`src/rtl/pwc_pkg.sv`:
```
package pwc_pkg;

  // Per-cycle operation, decoded once at the top with clear first.
  typedef enum logic [1:0] {
    PWC_HOLD  = 2'd0,
    PWC_STEP  = 2'd1,
    PWC_CLEAR = 2'd2
  } pwc_op_e;

endpackage

```
`src/rtl/pwc_fast_stage.sv`:
```
module pwc_fast_stage
  import pwc_pkg::*;
#(
  parameter int FAST_W = 2
) (
  input  logic              clk,
  input  logic              rst_n,
  input  pwc_op_e           op,
  output logic [FAST_W-1:0] fast_q,
  output logic              tc_q
);

  localparam logic [FAST_W-1:0] ALL_ONES = '1;
  localparam logic [FAST_W-1:0] PENULT   = ALL_ONES ^ {{(FAST_W-1){1'b0}}, 1'b1};

  logic [FAST_W-1:0] fast_d;
  logic              tc_d;
  logic              fast_ce;

  // Next state. The terminal flag is decoded from the value before the
  // rollover, so it is a register output on the cycle the field is all ones.
  always_comb begin
    fast_d  = fast_q;
    tc_d    = tc_q;
    fast_ce = 1'b0;
    unique case (op)
      PWC_CLEAR: begin
        fast_d  = '0;
        tc_d    = 1'b0;
        fast_ce = 1'b1;
      end
      PWC_STEP: begin
        fast_d  = fast_q + {{(FAST_W-1){1'b0}}, 1'b1};
        tc_d    = (fast_q == PENULT);
        fast_ce = 1'b1;
      end
      default: begin
        fast_d  = fast_q;
        tc_d    = tc_q;
        fast_ce = 1'b0;
      end
    endcase
  end

  always_ff @(posedge clk or negedge rst_n) begin
    if (!rst_n) begin
      fast_q <= '0;
      tc_q   <= 1'b0;
    end else if (fast_ce) begin
      fast_q <= fast_d;
      tc_q   <= tc_d;
    end
  end

endmodule

```
`src/rtl/pwc_slow_stage.sv`:
```
module pwc_slow_stage
  import pwc_pkg::*;
#(
  parameter int SLOW_W = 62
) (
  input  logic              clk,
  input  logic              rst_n,
  input  pwc_op_e           op,
  input  logic              carry_in,
  output logic [SLOW_W-1:0] slow_q
);

  logic [SLOW_W-1:0] slow_inc;
  logic [SLOW_W-1:0] slow_d;
  logic              slow_ce;

  // Relaxed path: slow_q -> slow_inc -> slow_q. The register loads only on
  // a carry (at most once per prescaler period) or a clear (constant zero).
  assign slow_inc = slow_q + {{(SLOW_W-1){1'b0}}, 1'b1};

  always_comb begin
    slow_ce = 1'b0;
    slow_d  = slow_inc;
    unique case (op)
      PWC_CLEAR: begin
        slow_ce = 1'b1;
        slow_d  = '0;
      end
      PWC_STEP: begin
        slow_ce = carry_in;
        slow_d  = slow_inc;
      end
      default: begin
        slow_ce = 1'b0;
        slow_d  = slow_inc;
      end
    endcase
  end

  always_ff @(posedge clk or negedge rst_n) begin
    if (!rst_n) begin
      slow_q <= '0;
    end else if (slow_ce) begin
      slow_q <= slow_d;
    end
  end

endmodule

```
`src/rtl/prescaled_counter.sv`:
```
module prescaled_counter
  import pwc_pkg::*;
#(
  parameter int TOTAL_W = 64,
  parameter int FAST_W  = 2
) (
  input  logic               clk,
  input  logic               rst_n,
  input  logic               clr,
  input  logic               en,
  output logic [TOTAL_W-1:0] count
);

  localparam int SLOW_W = TOTAL_W - FAST_W;

  pwc_op_e           op;
  logic [FAST_W-1:0] fast_q;
  logic [SLOW_W-1:0] slow_q;
  logic              tc_q;

  // Clear wins over enable.
  always_comb begin
    if (clr)     op = PWC_CLEAR;
    else if (en) op = PWC_STEP;
    else         op = PWC_HOLD;
  end

  pwc_fast_stage #(
    .FAST_W (FAST_W)
  ) u_fast (
    .clk    (clk),
    .rst_n  (rst_n),
    .op     (op),
    .fast_q (fast_q),
    .tc_q   (tc_q)
  );

  pwc_slow_stage #(
    .SLOW_W (SLOW_W)
  ) u_slow (
    .clk      (clk),
    .rst_n    (rst_n),
    .op       (op),
    .carry_in (tc_q),
    .slow_q   (slow_q)
  );

  assign count = {slow_q, fast_q};

endmodule

```
`config.mk`:
```
export PLATFORM = sky130hd
export DESIGN_NAME = prescaled_counter
export DESIGN_NICKNAME = d
export VERILOG_FILES = /design/src/rtl/pwc_pkg.sv /design/src/rtl/pwc_fast_stage.sv /design/src/rtl/pwc_slow_stage.sv /design/src/rtl/prescaled_counter.sv
export SDC_FILE = /design/constraint.sdc
export NUM_CORES = 1
export LEC_CHECK = 0
export ABC_AREA = 0
export BUFFER_PORTS_ARGS = -buffer_cell sky130_fd_sc_hd__clkbuf_2
export CELL_PAD_IN_SITES_DETAIL_PLACEMENT = 1
export CELL_PAD_IN_SITES_GLOBAL_PLACEMENT = 1
export CORE_ASPECT_RATIO = 1.4
export CORE_MARGIN = 2
export CORE_UTILIZATION = 38
export CTS_CLUSTER_DIAMETER = 50
export DETAILED_ROUTE_END_ITERATION = 16
export PLACE_DENSITY = 0.79
export SLEW_MARGIN = 20
export SYNTH_ARGS = -nofsm -noshare
export SYNTH_HDL_FRONTEND = slang
export SYNTH_SLANG_ARGS = --single-unit
export TNS_END_PERCENT = 10
```
`constraint.sdc`:
```
create_clock -name clk -period 2.2 [get_ports clk]
set_input_delay 0.22 -clock clk [delete_from_list [all_inputs] [get_ports clk]]
set_output_delay 0.22 -clock clk [all_outputs]
set_load 0.1 [all_outputs]
```
==> metrics.md <==
| Metric | Value |
|---|---|
| Vias | about 3.3k |
| Worst Path Required | ~2.4 ns |
| Final period util | 94.12% |
| Overflow after GRT | 0 |
| Hold_sp | en |
| Clock Tree Buf Depth | 2 |
| Critical path type | flip-flop to flip-flop |
| Fmax | approximately 0.48 GHz |
| DP Wirelength | about 8000 µm |
| Count of different cell masters after synthesis | 35 |
| Commonest non-fill, non-tap cell in the layout | clkbuf_2 |
| Fillcell total | a little over 1k |
| CORE AREA | 8977 µm² |
| Tot GR Track Use | a little under a quarter |
| Antenna violations before repair | 0 |
| Setup tns final | 0 ns |
| Share of layout cells above drive strength 1 | a little under two fifths |
| Hold violation count in the final report | 0 |
| Syn Area/Cell | 9.443 µm² |
| Final Skew | ~0.0084 ns |
| Worst vdd ir | 361.4 µV |
| Synthesized flop and latch total | 65 |
| Post-DRT Antenna Nets | 0 |
| Max_slew headroom | a little over half |
| Hold WC Path Type | primary input to flip-flop |
| Final WL | about 11000 µm |
| Setup ws final | 0.1293 ns |
| Synth Cell Area | about 3500 µm² |
| Worst setup EP type | flip-flop |
| Seq/Total Area, Yosys | between 40% and 50% |
| Vias in the first global route | about 3.5k |
| Largest net degree at the start of global routing | 67 |
| Placer Congestion | 0.8533 |
| Pre-CTS setup slack | -0.02590 ns |
| Post-DP Area | between 4000 and 5000 µm² |
| Number of synthesized flops with an enable pin | 0 |
| Sink Count | 65 |
| Area delta synth->final | 31.11% |
| CTS root buf | clkbuf_16 |
| Cells after Synth | 371 |
| First-pass GRT wire length | approximately 18000 µm |
| Final setup fails | 0 |
| Die Area | 10010 µm² |
| Highest-count cells in the layout ignoring fill and taps | 67 x clkbuf_2, 51 x nor2_1, 29 x nand4_1 |
| Syn nets | about 380 |
| RR Startpoint | u_slow.slow_q[14] |
| Setup crit start | u_slow.slow_q[14] |
| Slew Limit Fails | 0 |
| Lkg Pwr | roughly 1.9 nW |
| TritonCTS clock tree | done |
| Design Area, Final | ~4600 µm² |
| CTS HTree Levels | 3 |
| Status | completed |
| I/O pins | 68 |
| Power Density | approximately 630 nW/µm² |
| DIE WIDTH | 85.15 µm |
| Die Y | around 120 µm |
| Cell Rows | just over 40 |
| Max-cap viol count | 0 |
| Synth warn | 0 |
| Number of diodes | 0 |
| 1st-iter DRT viols | between 100 and 150 |
| Drt pass-1 iters | 4 |
| Ys async rst share | 100.0% |
| Vias per cell | roughly 5.7 |
| Net count, final | about 460 |
| Critical Path AT | between 2 and 2.5 ns |
| WL per Instance | ~19 µm |
| Maximum fanout along the worst path | 7 |
| Tmin final | 2.071 ns |
| # DRC | 0 |
| Main flop type after synthesis | dfrtp_1 |
| CTS clk-pin slew, worst paths | around 0.05 ns |
| RSZ-0062 raised after global routing | no |
| TritonCTS Buffers | 9 |
| Worst-Margin Slew | 0.6919 ns |
| Clock insertion delay at the later pin of the skew report | 0.34 ns |
| Startpoint types | flip-flop |
| Initial cell density of the core | 39.02% |
| I/O Buffers | between 60 and 70 |
state kept, by name (all words and copies together) (netlist names):
register	cells
u_fast.tc_q	1
u_fast.fast_q	2
u_slow.slow_q	62
kinds of logic after synthesis:
group | share of synthesized area [%]
flip-flops | 46.43
multiplexers | 0.8929
AND/OR/NAND/NOR | 33.29
adder cells (fa/ha/maj) | 0.7142
AO/OA/AOI/OAI | 6.822
XOR/XNOR | 9.500
buffers and inverters | 2.357
per-layer routing:
metal	wire (µm)	vias up	global-route usage (%)
met5	0	-	0
met4	327	0	9.127
li1	-	1514	-
met1	4359	1653	26.58
met3	335	25	4.698
met2	5862	74	40.28
timing repair:
item                                    CTS  global route
hold buffers                              1             0
endpoints found under the hold margin    65             0
endpoints found under the setup margin    3            11
resized for setup                         1             2
pin swaps                                 0             2
setup buffers                             0             1
Yosys cell counts (3+ instances only):
cell	number	area share, %
nand3_1	23	3.3
o21ai_0	20	2.9
inv_1	10	1.1
xor2_1	27	6.8
and3_1	7	1.2
nand2_1	24	2.6
buf_2	3	0.43
clkbuf_1	6	0.64
xnor2_1	11	2.7
or3_1	22	3.9
nor2_1	51	5.5
nor4_2	4	1.4
nand4_1	29	5.2
nand4_2	3	1.1
nor4_4	4	2.4
dfrtp_1	65	46
a21oi_1	24	3.4
nor4_1	9	1.6
nor3_1	5	0.71
worst max-delay path: stages, from the launching register on:
cell	delay, ns
dfrtp_4	0.45
nand4_4	0.22
nor4_4	0.43
nand4b_1	0.22
nor4b_2	0.28
mux2_1	0.34
through the flow:
stage                     instances  hold WS (ns)  util, %  total power [mW]
after global routing            570        0.2961    51.16             2.986
after detailed placement        552        0.2785    47.07             1.339
after CTS                       569        0.2568    50.89             2.919
after global placement          552        0.2749    47.07             1.334
after floorplan                 371      -0.07559        -             1.288
final                           570        0.2616    51.16             2.891
worst paths after layout:
check                                     to  slack [ns]  cells past startpoint
min in group asynchronous  u_slow.slow_q[41]        0.46                      3
setup reg to reg           u_slow.slow_q[48]        0.13                      5
hold / removal              u_fast.fast_q[0]        0.26                      3
setup / recovery           u_slow.slow_q[48]        0.13                      5
hold reg to reg            u_slow.slow_q[61]        0.58                      2
max in group asynchronous  u_slow.slow_q[19]        1.43                      3
report_power, final:
part / internal, mW / total [mW] / leakage [nW] / switching, mW
Combinational: 0.0208 / 0.110 / 0.962 / 0.0888
Sequential: 1.20 / 1.20 / 0.807 / 0.00462
Clock: 1.06 / 1.58 / 0.157 / 0.521
Total: 2.28 / 2.89 / 1.93 / 0.614
final cells by class:
type | instances | area (µm²) | area share [%]
Multi-Input combinational cell | 285 | 1833 | 39.91
Tap cell | 107 | 133.9 | 2.915
Sequential cell | 65 | 1764 | 38.41
Clock inverter | 2 | 60.06 | 1.308
Timing Repair Buffer | 87 | 500.5 | 10.90
Clock buffer | 14 | 264.0 | 5.748
Inverter | 10 | 37.54 | 0.8172
(Power assumes the default switching activity.)
